--- config.mk ---
export PLATFORM = sky130hd
export DESIGN_NAME = rtc_trim_core
export DESIGN_NICKNAME = d
export VERILOG_FILES = /design/src/rtl/rtc_trim_pkg.sv /design/src/rtl/rtc_trim_regs.sv /design/src/rtl/rtc_trim_sched.sv /design/src/rtl/rtc_trim_presc.sv /design/src/rtl/rtc_trim_secs.sv /design/src/rtl/rtc_trim_core.sv
export SDC_FILE = /design/constraint.sdc
export NUM_CORES = 1
export LEC_CHECK = 0
export BUFFER_PORTS_ARGS = -buffer_cell sky130_fd_sc_hd__buf_4
export CORE_MARGIN = 8
export CORE_UTILIZATION = 45
export DETAILED_ROUTE_END_ITERATION = 8
export HOLD_SLACK_MARGIN = 0.15
export PLACE_DENSITY = 0.63
export RECOVER_POWER = 100
export SLEW_MARGIN = 25
export SYNTH_ARGS = -nofsm -noshare
export SYNTH_HDL_FRONTEND = slang
export SYNTH_SLANG_ARGS = --single-unit
--- constraint.sdc ---
create_clock -name clk_i -period 2.9 [get_ports clk_i]
set_input_delay 0.58 -clock clk_i [delete_from_list [all_inputs] [get_ports clk_i]]
set_output_delay 0.58 -clock clk_i [all_outputs]
set_load 0.005 [all_outputs]
--- src/rtl/rtc_trim_pkg.sv ---
package rtc_trim_pkg;

   localparam int TRIM_W = 8;
   localparam int IVL_W  = 8;
   localparam int CFG_W  = TRIM_W + IVL_W;

   typedef enum logic [1:0] {
      REG_SECS = 2'd0,
      REG_COMP = 2'd1,
      REG_STAT = 2'd2,
      REG_LOCK = 2'd3
   } rtc_reg_e;

   typedef struct packed {
      logic [IVL_W-1:0]  ivl;
      logic [TRIM_W-1:0] trim;
   } comp_cfg_t;

   typedef struct packed {
      logic lock_lock;
      logic comp_lock;
   } lock_t;

endpackage

--- src/rtl/rtc_trim_regs.sv ---
module rtc_trim_regs
   import rtc_trim_pkg::*;
#(
   parameter int DATA_W = 32
) (
   input  logic              clk_i,
   input  logic              rst_ni,
   input  logic              wr_en_i,
   input  logic [1:0]        addr_i,
   input  logic [DATA_W-1:0] wdata_i,
   output comp_cfg_t         cfg_o,
   output logic              run_o,
   output lock_t             lock_o,
   output logic              secs_load_o,
   output logic              comp_reload_o
);

   comp_cfg_t cfg_q;
   lock_t     lock_q;
   logic      run_q;
   logic      reload_q;

   logic hit_secs, hit_comp, hit_stat, hit_lock;
   logic comp_ok, lock_ok;

   always_comb begin
      hit_secs = wr_en_i && (addr_i == REG_SECS);
      hit_comp = wr_en_i && (addr_i == REG_COMP);
      hit_stat = wr_en_i && (addr_i == REG_STAT);
      hit_lock = wr_en_i && (addr_i == REG_LOCK);
      comp_ok  = hit_comp && !lock_q.comp_lock;
      lock_ok  = hit_lock && !lock_q.lock_lock;
   end

   always_ff @(posedge clk_i) begin
      if (!rst_ni) begin
         cfg_q    <= '0;
         lock_q   <= '0;
         run_q    <= 1'b0;
         reload_q <= 1'b0;
      end else begin
         reload_q <= comp_ok;
         if (comp_ok) cfg_q  <= comp_cfg_t'(wdata_i[CFG_W-1:0]);
         if (hit_stat) run_q <= wdata_i[0];
         if (lock_ok) lock_q <= lock_t'(wdata_i[1:0]);
      end
   end

   assign cfg_o         = cfg_q;
   assign run_o         = run_q;
   assign lock_o        = lock_q;
   assign secs_load_o   = hit_secs && !run_q;
   assign comp_reload_o = reload_q;

   // the compensation lock freezes the trim and interval setting
   assert_comp_locked_R9: assert property (@(posedge clk_i) disable iff (!rst_ni)
      (lock_q.comp_lock && hit_comp) |=> $stable(cfg_q));

   // the lock-register lock freezes the lock register
   assert_lock_locked_R10: assert property (@(posedge clk_i) disable iff (!rst_ni)
      (lock_q.lock_lock && hit_lock) |=> $stable(lock_q));

endmodule

--- src/rtl/rtc_trim_sched.sv ---
module rtc_trim_sched
   import rtc_trim_pkg::*;
#(
   parameter int NOMINAL = 32768,
   parameter int PW      = 16
) (
   input  logic          clk_i,
   input  logic          rst_ni,
   input  comp_cfg_t     cfg_i,
   input  logic          reload_i,
   input  logic          wrap_i,
   output logic [PW-1:0] term_o
);

   localparam int EW = PW + 2;
   localparam int NOM_M1 = NOMINAL - 1;

   logic [IVL_W-1:0] left_q, left_nxt;
   logic [EW-1:0]    trim_ext, short_term;

   always_comb begin
      left_nxt   = (left_q == '0) ? cfg_i.ivl : left_q - 1'b1;
      trim_ext   = {{(EW-TRIM_W){cfg_i.trim[TRIM_W-1]}}, cfg_i.trim};
      short_term = EW'(NOM_M1) - trim_ext;
      term_o     = (left_nxt == '0) ? short_term[PW-1:0] : PW'(NOM_M1);
   end

   always_ff @(posedge clk_i) begin
      if (!rst_ni)       left_q <= '0;
      else if (reload_i) left_q <= cfg_i.ivl;
      else if (wrap_i)   left_q <= left_nxt;
   end

endmodule

--- src/rtl/rtc_trim_presc.sv ---
module rtc_trim_presc #(
   parameter int NOMINAL = 32768,
   parameter int PW      = 16
) (
   input  logic          clk_i,
   input  logic          rst_ni,
   input  logic          run_i,
   input  logic          clr_i,
   input  logic [PW-1:0] term_i,
   output logic          wrap_o
);

   logic [PW-1:0] cnt_q, term_q;

   assign wrap_o = run_i && (cnt_q == term_q);

   always_ff @(posedge clk_i) begin
      if (!rst_ni) begin
         cnt_q  <= '0;
         term_q <= PW'(NOMINAL - 1);
      end else if (clr_i) begin
         cnt_q <= '0;
      end else if (wrap_o) begin
         cnt_q  <= '0;
         term_q <= term_i;
      end else if (run_i) begin
         cnt_q <= cnt_q + 1'b1;
      end
   end

   // the prescaler never runs past the period selected for this second
   assert_presc_bound_R2: assert property (@(posedge clk_i) disable iff (!rst_ni)
      cnt_q <= term_q);

   // a stopped prescaler holds its count
   assert_presc_hold_R5: assert property (@(posedge clk_i) disable iff (!rst_ni)
      (!run_i && !clr_i) |=> $stable(cnt_q));

endmodule

--- src/rtl/rtc_trim_secs.sv ---
module rtc_trim_secs #(
   parameter int SEC_W = 32
) (
   input  logic             clk_i,
   input  logic             rst_ni,
   input  logic             tick_i,
   input  logic             load_i,
   input  logic [SEC_W-1:0] load_val_i,
   output logic [SEC_W-1:0] secs_o
);

   logic [SEC_W-1:0] secs_q;

   always_ff @(posedge clk_i) begin
      if (!rst_ni)
         secs_q <= SEC_W'(1);
      else if (load_i)
         secs_q <= (load_val_i == '0) ? SEC_W'(1) : load_val_i;
      else if (tick_i)
         secs_q <= (secs_q == '1) ? SEC_W'(1) : secs_q + 1'b1;
   end

   assign secs_o = secs_q;

   // zero is never held
   assert_secs_nonzero_R7: assert property (@(posedge clk_i) disable iff (!rst_ni)
      secs_q != '0);

   // the all-ones value is followed by 1
   assert_secs_wrap_R8: assert property (@(posedge clk_i) disable iff (!rst_ni)
      (tick_i && !load_i && secs_q == '1) |=> secs_q == SEC_W'(1));

   // with no tick and no accepted write the count holds
   assert_secs_hold_R5: assert property (@(posedge clk_i) disable iff (!rst_ni)
      (!tick_i && !load_i) |=> $stable(secs_q));

endmodule

--- src/rtl/rtc_trim_core.sv ---
module rtc_trim_core
   import rtc_trim_pkg::*;
#(
   parameter int NOMINAL = 32768,
   parameter int SEC_W   = 32,
   parameter int DATA_W  = 32
) (
   input  logic              clk_i,
   input  logic              rst_ni,
   input  logic              wr_en_i,
   input  logic [1:0]        addr_i,
   input  logic [DATA_W-1:0] wdata_i,
   output logic [DATA_W-1:0] rdata_o
);

   localparam int PW = $clog2(NOMINAL + 129);

   if (NOMINAL <= 128) begin : g_bad_nominal
      $error("NOMINAL must exceed 128 so every trimmed period stays positive");
   end
   if (DATA_W < SEC_W || DATA_W < CFG_W) begin : g_bad_data
      $error("DATA_W must hold the seconds and compensation registers");
   end

   comp_cfg_t        cfg;
   lock_t            lock;
   logic             run, secs_load, comp_reload, wrap;
   logic [PW-1:0]    term_nxt;
   logic [SEC_W-1:0] secs;

   rtc_trim_regs #(.DATA_W(DATA_W)) regs_i (
      .clk_i(clk_i), .rst_ni(rst_ni), .wr_en_i(wr_en_i), .addr_i(addr_i),
      .wdata_i(wdata_i), .cfg_o(cfg), .run_o(run), .lock_o(lock),
      .secs_load_o(secs_load), .comp_reload_o(comp_reload)
   );

   rtc_trim_sched #(.NOMINAL(NOMINAL), .PW(PW)) sched_i (
      .clk_i(clk_i), .rst_ni(rst_ni), .cfg_i(cfg), .reload_i(comp_reload),
      .wrap_i(wrap), .term_o(term_nxt)
   );

   rtc_trim_presc #(.NOMINAL(NOMINAL), .PW(PW)) presc_i (
      .clk_i(clk_i), .rst_ni(rst_ni), .run_i(run), .clr_i(secs_load),
      .term_i(term_nxt), .wrap_o(wrap)
   );

   rtc_trim_secs #(.SEC_W(SEC_W)) secs_i (
      .clk_i(clk_i), .rst_ni(rst_ni), .tick_i(wrap), .load_i(secs_load),
      .load_val_i(wdata_i[SEC_W-1:0]), .secs_o(secs)
   );

   always_comb begin
      unique case (rtc_reg_e'(addr_i))
         REG_SECS: rdata_o = DATA_W'(secs);
         REG_COMP: rdata_o = DATA_W'(cfg);
         REG_STAT: rdata_o = DATA_W'(run);
         default:  rdata_o = DATA_W'(lock);
      endcase
   end

endmodule

Word level (Yosys, flattened, before mapping)
Index checks and enable logic that the tools add are counted.
{ "classes": {"n_eq_ne": 5, "n_reduce_logical": 19, "n_addsub": 4, "muxes": 9, "bitwise_logic": 2} }
{ "op_table": {"columns": ["cell", "n"], "rows": [
  ["32-bit 2-to-1 mux", 4],
  ["32-bit one-hot mux with 3 select lines", 1],
  ["32-bit by 1-bit adder with 32-bit output (second input constant)", 1],
  ["32-bit equality test (second input constant)", 1],
  ["32-bit zero test", 1],
  ["8-bit 2-to-1 mux", 3],
  ["16-bit by 1-bit adder with 16-bit output (second input constant)", 1],
  ["16-bit equality test", 1],
  ["8-bit zero test", 2],
  ["16-bit 2-to-1 mux", 1],
  ["16-bit by 8-bit subtractor with 16-bit output (first input constant)", 1],
  ["1-bit logical AND", 8],
  ["8-bit by 1-bit subtractor with 8-bit output (second input constant)", 1],
  ["2-bit equality test (second input constant)", 2],
  ["2-bit nonzero test", 2],
  ["1-bit zero test", 3],
  ["3-bit OR reduction", 1],
  ["2-bit by 1-bit equality test with 1-bit output (second input constant)", 1],
  ["2-bit zero test", 1],
  ["1-bit inverter", 2],
  ["2-bit AND reduction", 1]
]} }
{ "totals": {"word_cells": 49, "reg_bits": 92, "output_inout_bits": 32, "input_bits": 37} }

Logic depth before layout (Yosys ltp)
Gate-level depths: netlist of run 1.
{ "depth": {"ltp_word": 5, "ltp_mapped": 9, "ltp_nobuf": 8} }

Modules after synthesis
From an unflattened synthesis of run 1, not the netlist that was laid out.
{ "hier_totals": {"cells_unflattened": 718, "area_unflattened_um2": 5761.8} }
{ "by_module_without_submodules": {"columns": ["mod", "cells_per_inst", "n_inst", "area_per_inst_um2", "seq_area_each_um2"], "rows": [
  ["rtc_trim_secs", 280, 1, 2108.3, 640.6],
  ["rtc_trim_presc", 181, 1, 1595.3, 640.6],
  ["rtc_trim_sched", 118, 1, 858.3, 160.2],
  ["rtc_trim_regs", 85, 1, 815.8, 400.4],
  ["rtc_trim_core", 54, 1, 384.1, 0.0]
]} }

Worst setup path after synthesis of run 1
OpenSTA, ideal clock, no wires.
{ "synth_timing": {"kind": "register to register", "from": "reg sched_i.left_q[0]", "to": "reg presc_i.term_q[14]", "required_time_ns": 2.752, "setup_ns": 0.148, "arrival_ns": 2.316, "slack_ns": 0.436, "n_path_buf": 1, "period_less_slack_ns": 2.464, "stages_incl_launch_ff": 10, "path_cell_list": "dfxtp_1 -> inv_1 -> ha_1 -> or3b_1 -> buf_2 -> or4_4 -> a2111oi_4 -> nand3_2 -> nor4_4 -> a22oi_1"} }
{ "synth_via": {"elab_chain_cells": 4, "elab_cells_between_ends": 5, "classes_between": "add/sub: 1; mux: 2; reduce/logical: 2"} }
{ "synth_lines": {"columns": ["element", "line_no", "text"], "rows": [
  ["start, declared", "rtc_trim_sched.sv:18", "logic [IVL_W-1:0] left_q, left_nxt;"],
  ["start signal, assigned", "rtc_trim_sched.sv:30", "else if (reload_i) left_q <= cfg_i.ivl;"],
  ["start signal, assigned", "rtc_trim_sched.sv:31", "else if (wrap_i) left_q <= left_nxt;"],
  ["8-bit by 1-bit subtractor with 8-bit output / 8-bit zero test (equally long branches)", "rtc_trim_sched.sv:22", "left_nxt = (left_q == '0) ? cfg_i.ivl : left_q - 1'b1;"],
  ["8-bit 2-to-1 mux *", "rtc_trim_sched.sv:22", null],
  ["8-bit zero test *", "rtc_trim_sched.sv:25", "term_o = (left_nxt == '0) ? short_term[PW-1:0] : PW'(NOM_M1);"],
  ["16-bit 2-to-1 mux *", "rtc_trim_sched.sv:25", null],
  ["end signal, assigned", "rtc_trim_presc.sv:20", "term_q <= PW'(NOMINAL - 1);"],
  ["end signal, assigned", "rtc_trim_presc.sv:25", "term_q <= term_i;"],
  ["end, declared", "rtc_trim_presc.sv:13", "logic [PW-1:0] cnt_q, term_q;"]
]} }
Mark *: on every way between the ends. The rest lies on a longest branch, timed or not.
A chain may end at the register's enable or synchronous reset.

Final worst setup path of run 1
{ "layout_timing": {"from": "reg presc_i.cnt_q[8]", "to": "reg secs_i.secs_q[21], in the netlist secs_i.secs_o[21]"} }
{ "layout_via": {"elab_chain_cells": 3} }
{ "layout_lines": {"columns": ["element", "line_no", "text"], "rows": [
  ["start, declared", "rtc_trim_presc.sv:13", null],
  ["start signal, assigned", "rtc_trim_presc.sv:27", "cnt_q <= cnt_q + 1'b1;"],
  ["16-bit equality test", "rtc_trim_presc.sv:15", "assign wrap_o = run_i && (cnt_q == term_q);"],
  ["1-bit logical AND", "rtc_trim_presc.sv:15", null],
  ["2-bit nonzero test (no line)", null, null],
  ["end signal, assigned", "rtc_trim_secs.sv:18", "secs_q <= (load_val_i == '0) ? SEC_W'(1) : load_val_i;"],
  ["end signal, assigned", "rtc_trim_secs.sv:20", "secs_q <= (secs_q == '1) ? SEC_W'(1) : secs_q + 1'b1;"],
  ["end, declared", "rtc_trim_secs.sv:12", "logic [SEC_W-1:0] secs_q;"]
]} }
No other way between the ends.

==> results of run 1 <==
==> worst min path at each step <==
| stage | startpoint | end | slack (ns) | cells past startpoint |
|---|---|---|---|---|
| floorplan | regs_i.cfg_o[0] | presc_i.term_q[0] | 0.42 | 1 |
| global placement | regs_i.cfg_o[0] | presc_i.term_q[0] | 0.45 | 1 |
| detailed placement | regs_i.cfg_o[0] | presc_i.term_q[0] | 0.45 | 1 |
| CTS | wdata_i[26] | secs_i.secs_o[26] | 0.42 | 3 |
| global route | wdata_i[26] | secs_i.secs_o[26] | 0.42 | 3 |
| finish | wdata_i[26] | secs_i.secs_o[26] | 0.43 | 3 |
==> through the flow <==
| step | power (mW) | util [%] |
|---|---|---|
| floorplan | 1.41 | - |
| global placement | 1.53 | 53.5 |
| detailed placement | 1.54 | 53.5 |
| CTS | 2.35 | 55.3 |
| global route | 2.42 | 55.1 |
| finish | 2.33 | 55.1 |
==> sequential cells by signal (all words and copies together), names as in the netlist <==
register	flops
sched_i.left_q	8
regs_i.run_o	1
presc_i.term_q	9
regs_i.cfg_o	16
regs_i.lock_o	2
regs_i.comp_reload_o	1
presc_i.cnt_q	16
secs_i.secs_o	32
==> power by group <==
part,switching [mW],internal (mW)
logic,0.157,0.122
registers,0.0390,1.19
clock network,0.474,0.341
total,0.671,1.66
==> final cells by class <==
type,count,area (um^2)
clock buffer,10,138
clock inverter,6,47.5
fill,1032,4660
inverter,9,33.8
multi-input combinational,503,2970
sequential,85,1700
tap,136,170
timing repair buffer,90,652
==> cell usage after synthesis (all sizes together), types with 17 or more instances <==
master  instances
a21oi          48
a22oi          17
and2           23
clkbuf         17
dfxtp          85
mux2i          18
nand2         101
nand3          29
nand4          17
nor2           72
nor4           17
o21ai          30
xnor2          21
==> cell usage in the layout (no fill, tap or decap), types with 15 or more instances in the layout <==
master and count:
nand2_1 101, dfxtp_1 85, nor2_1 71, buf_4 64, a21oi_1 48, o21ai_0 29
nand3_1 28, xnor2_1 21, clkbuf_4 19, mux2i_1 18, nand4_1 17, a22oi_1 17
and2_1 15, nor4_1 15
==> per-layer routing <==
metal,track usage (%),vias to the layer above
met5,0,-
met4,8.74,0
met3,3.12,20
met2,34.3,182
met1,29.2,2342
li1,-,2386
==> worst max-delay path: cells and delay by family, from the launching register on <==
family          cells  cell delay, ns
compound gates      1            0.75
simple gates        5            1.50
flops               1            0.43
==> logic make-up after synthesis <==
logic type | synth area share, %
and+or+nand+nor | 31.4
muxes | 4.68
AOI/OAI and AO/OA | 18.1
xor gates and xnor gates | 6.38
buffers and inverters | 3.28
adders and majority gates | 0.781
DFF | 35.4
==> impl_metrics.toml, run 1 <==
[outcome]
outcome = "complete, no violations"

[die]
start_util_pct = 46.4
coreArea_um2 = 10400
rows = 37
ioPinCount = 69
die_w_um = 119
die_h_um = 119
dieArea_um2 = 14200

[clocking]
cts_buffers = 9
numClockSinks = 85
insertion_delay_ns = 0.37
root_buffer = "clkbuf_8"
cts_tree = "yes"
clk_transition_reported_paths_ns = 0.09
cts.path.max_buffers = 2
cts_hold_buf = 0
cts_setup_buffers = 0
cts.repair.resized = 0
cts.htree.levels = 3

[pwr]
p_per_area_nw_per_um2 = 408
p_leak_nw = 2.07
peakVddDrop_v = 0.000192

[setup_path]
startpoint = "presc_i.cnt_q[8]"
cp_slowest_cell = "a2111oi_4"
worst_r2r_path_depth = 6
crit_required_ns = 3.21
r2r_start = "presc_i.cnt_q[8]"
cpPeakStageDelay_ns = 0.75
cp-end-kind = "register"
r2r-end = "secs_i.secs_o[21]"
path_class = "reg -> reg"
cp_max_fo = 9
path_cells = "nand4_1 > or3_1 > a2111oi_4 > nand3_1 > or3_1 > nand3_1"
cp_data_arrival_time_ns = 3.06
startpoint_type = "register"
r2r_slack_ns = 0.15
endpoint = "secs_i.secs_o[21]"

[global_route]
grt_max_degree = 25
track_usage_pct = 21.7
antenna_found_initial = 0
overflow = 0
grt_pass1_wl_mm = 25.2
grt_pass1_vias = 4884

[placement]
port_buffers = 68
dpl_worst_slack_ns = 0.221
hpwl_mm = 11.5
gp_congestion = 0.991
dp_cells = 823
placedInstanceArea_um2 = 5550

[final_layout]
insertedDiodeCount = 0
fin_cells = 839
drive_gt1_share_pct = 16.9
stdcell_area_um2 = 5710
nNetsFinal = 738
area_growth_pct = 18.8

[synth]
netlist.area_leader.share_pct = 35.4
synth_area_leader_cell = "dfxtp_1"
postSynthCellCount = 624
yosysSeqAreaShare_pct = 35.4
mappedNetlistNets = 664
synth.distinct_cells = 68
synth_area_um2 = 4810
synthTopCellsByArea = "dfxtp_1 (35%), nand2_1 (7.9%), nor2_1 (5.5%)"
ys.flop_type = "dfxtp_1"
async_flop_share_pct = 0
synth_edf_count = 0
yosys_warnings = 0
avgSynthCellArea_um2 = 7.70
yosys_register_bits = 85

[route]
drt_pre_antenna_iters = 5
antenna_left = 0
vias = 4930
drc = 0
first_iter_violations = 394
met1_length_mm = 7.12
routed_wl_mm = 15.3
wl_met2_mm = 7.04
dr.max_layer_used = "met4"
wl_per_cell_um = 18.2
viasPerCell = 5.88
dr_wl_met3_um = 827

[timing]
fin_crit_ns = 2.75
fin_crit_sh_pct = 95.0
fmax_ghz = 0.363
tns_ns = 0
layout_setup_ws_ns = 0.145
max-slew-margin-rel_pct = 24.4
worst_slew_pin_slew_ns = 1.13
setup_viol = 0
drv_slew = 0
rsz0062_at_grt = "no"
whs_ns = 0.429
fin_skew_ns = 0.00952
hold_violations = 0

[job]
maxCapViolCount = 0

[min_path]
hold_class = "in -> reg"
Power figures use the tool's default switching activity.
==> inputs of run 2 (changes only) <==
--- a/config.mk
+++ b/config.mk
@@ -6,13 +6,16 @@
 export NUM_CORES = 1
 export LEC_CHECK = 0
 export BUFFER_PORTS_ARGS = -buffer_cell sky130_fd_sc_hd__buf_4
+export CORE_ASPECT_RATIO = 1.5
 export CORE_MARGIN = 8
 export CORE_UTILIZATION = 45
+export CTS_CLUSTER_DIAMETER = 40
 export DETAILED_ROUTE_END_ITERATION = 8
 export HOLD_SLACK_MARGIN = 0.15
-export PLACE_DENSITY = 0.63
+export PLACE_DENSITY = 0.62
 export RECOVER_POWER = 100
 export SLEW_MARGIN = 25
 export SYNTH_ARGS = -nofsm -noshare
 export SYNTH_HDL_FRONTEND = slang
+export SYNTH_HIERARCHICAL = 1
 export SYNTH_SLANG_ARGS = --single-unit
==> impl_metrics.toml, run 2 <==
[timing]
rsz0062_at_grt = "no"
setup_viol = 0
worst_slew_pin_slew_ns = 1.20
hold_violations = 0
fin_crit_ns = 2.81
fin_crit_sh_pct = 97.1
fin_skew_ns = 0.00940
fmax_ghz = 0.355
layout_setup_ws_ns = 0.0852
max-slew-margin-rel_pct = 19.8
tns_ns = 0
drv_slew = 0

[outcome]
outcome = "complete, no violations"

[global_route]
antenna_found_initial = 0
track_usage_pct = 21.5
grt_util_met1_pct = 23.3
grt_max_degree = 56
grt_pass1_wl_mm = 29.0
grt_pass1_vias = 5612
grt_busiest_layer = "met2"
use_met2_pct = 39.3
overflow = 0
use_met3_pct = 3.62

[placement]
placedInstanceArea_um2 = 6390
port_buffers = 68
dp_cells = 914
dpl_worst_slack_ns = 0.204
hpwl_mm = 13.6
gp_congestion = 0.970

[pwr]
p_total_mw = 2.83
p_leak_nw = 2.36
p_per_area_nw_per_um2 = 427
peakVddDrop_v = 0.000244

[clocking]
cts_hold_buf = 0
cts.path.max_buffers = 2
cts.htree.levels = 3
cts_setup_buffers = 0
clk_transition_reported_paths_ns = 0.07
root_buffer = "clkbuf_16"
cts.repair.resized = 0
numClockSinks = 92
cts_buffers = 9
insertion_delay_ns = 0.34
cts_tree = "yes"

[synth]
yosys_register_bits = 92
avgSynthCellArea_um2 = 8.02
synth.most_common_cell = "dfxtp_1"
postSynthCellCount = 718
yosysSeqAreaShare_pct = 32.0
synthTopCellsByCount = "dfxtp_1 (92), nand2_1 (72), nor2_1 (54)"
mappedNetlistNets = 759
synth_edf_count = 0
async_flop_share_pct = 0
synth_area_um2 = 5760
synthTopCellsByArea = "dfxtp_1 (32%), mux2i_1 (6.6%), nand2_1 (4.7%)"
synth_area_leader_cell = "dfxtp_1"
ys.flop_type = "dfxtp_1"
synth.distinct_cells = 75
yosys_warnings = 6
netlist.area_leader.share_pct = 32.0

[setup_path]
cp-end-kind = "register"
cp_max_fo = 12
path_class = "reg -> reg"
startpoint_type = "register"
crit_required_ns = 3.11
cp_data_arrival_time_ns = 3.03

[die]
die_w_um = 108
dieArea_um2 = 16800
die_h_um = 155
rows = 50
ioPinCount = 69
coreArea_um2 = 12500
start_util_pct = 46.1

[final_layout]
drive_gt1_share_pct = 16.5
final_common_cell = "dfxtp_1"
final_cell_mix = "dfxtp_1 (92), buf_4 (79), nand2_1 (72), nor2_1 (55), nand3_1 (47)"
stdcell_area_um2 = 6620
nNetsFinal = 810
largest_reg_flops = 32
fillers = 1246
area_growth_pct = 14.9
insertedDiodeCount = 0
fin_cells = 930

[route]
drc = 0
antenna_left = 0
vias = 5738
viasPerCell = 6.17
routed_wl_mm = 18.2
first_iter_violations = 312
wl_per_cell_um = 19.6
drt_pre_antenna_iters = 5

[job]
maxCapViolCount = 0

[min_path]
hold_class = "in -> reg"
run 2: changes by cell type after synthesis, moves of 7 or more:
cell	change
nand2_1	-29
mux2i_1	+20
nand3_1	+19
nor2_1	-17
nand4_1	+16
o31ai_1	+16
a22oi_1	-15
clkbuf_1	+15
a21oi_1	-14
buf_4	+9
o21ai_0	+9
dfxtp_1	+7
o21ai_1	-7
run 2: logic make-up (layout without fill, tap and decap cells):
kind of cell	count (synthesis)	after routing	share of synthesized area [%]
compound gates	147	147	17.4
fa+ha+maj	4	4	0.869
flops	92	92	32.0
buf+inv	74	130	6.82
mux	41	41	7.38
xor+xnor	37	37	5.62
simple gates	323	323	29.9
run 2: layout make-up:
cell class / count / area, um^2 / share of cell area [%]
Clock buffer: 11 / 243 / 3.67
Clock inverter: 5 / 37.5 / 0.567
Inverter: 15 / 56.3 / 0.850
Multi-Input combinational cell: 552 / 3510 / 53.0
Sequential cell: 92 / 1840 / 27.8
Tap cell: 156 / 195 / 2.95
Timing Repair Buffer: 99 / 738 / 11.1
run 2: metrics by stage:
step | util [%] | hold slack [ns]
floorplan | - | 0.444
CTS | 53.3 | 0.457
global route | 52.9 | 0.464
global placement | 51.1 | 0.456
finish | 52.9 | 0.465
detailed placement | 51.1 | 0.464
run 2: final timing paths:
path / slack, ns / cells after the start / to / startpoint
worst min register to register: 0.47 / 2 / regs_i/lock_o[0] / regs_i/lock_o[0]
worst max-delay path: 0.09 / 5 / secs_i/secs_o[15] / secs_i/secs_o[8]
worst max register to register: 0.09 / 5 / secs_i/secs_o[15] / secs_i/secs_o[8]
worst min-delay path: 0.47 / 2 / secs_i/secs_o[18] / wdata_i[18]
run 2: power breakdown:
group	switching (mW)	leakage, nW	internal, mW
registers	0.0468	0.747	1.30
logic	0.208	1.48	0.155
clock network	0.511	0.132	0.607
run 2: critical path, stage by stage, from the launching register on:
cell	delay, ns
dfxtp_1	0.45
nand4_1	0.34
or4_1	0.87
or3_1	0.68
o311ai_0	0.20
a31oi_1	0.13
run 2: routing by layer:
layer	up-vias	wire length (um)
met5	-	0
met4	0	591
met3	49	904
met2	232	9640
met1	2708	7050
li1	2749	-
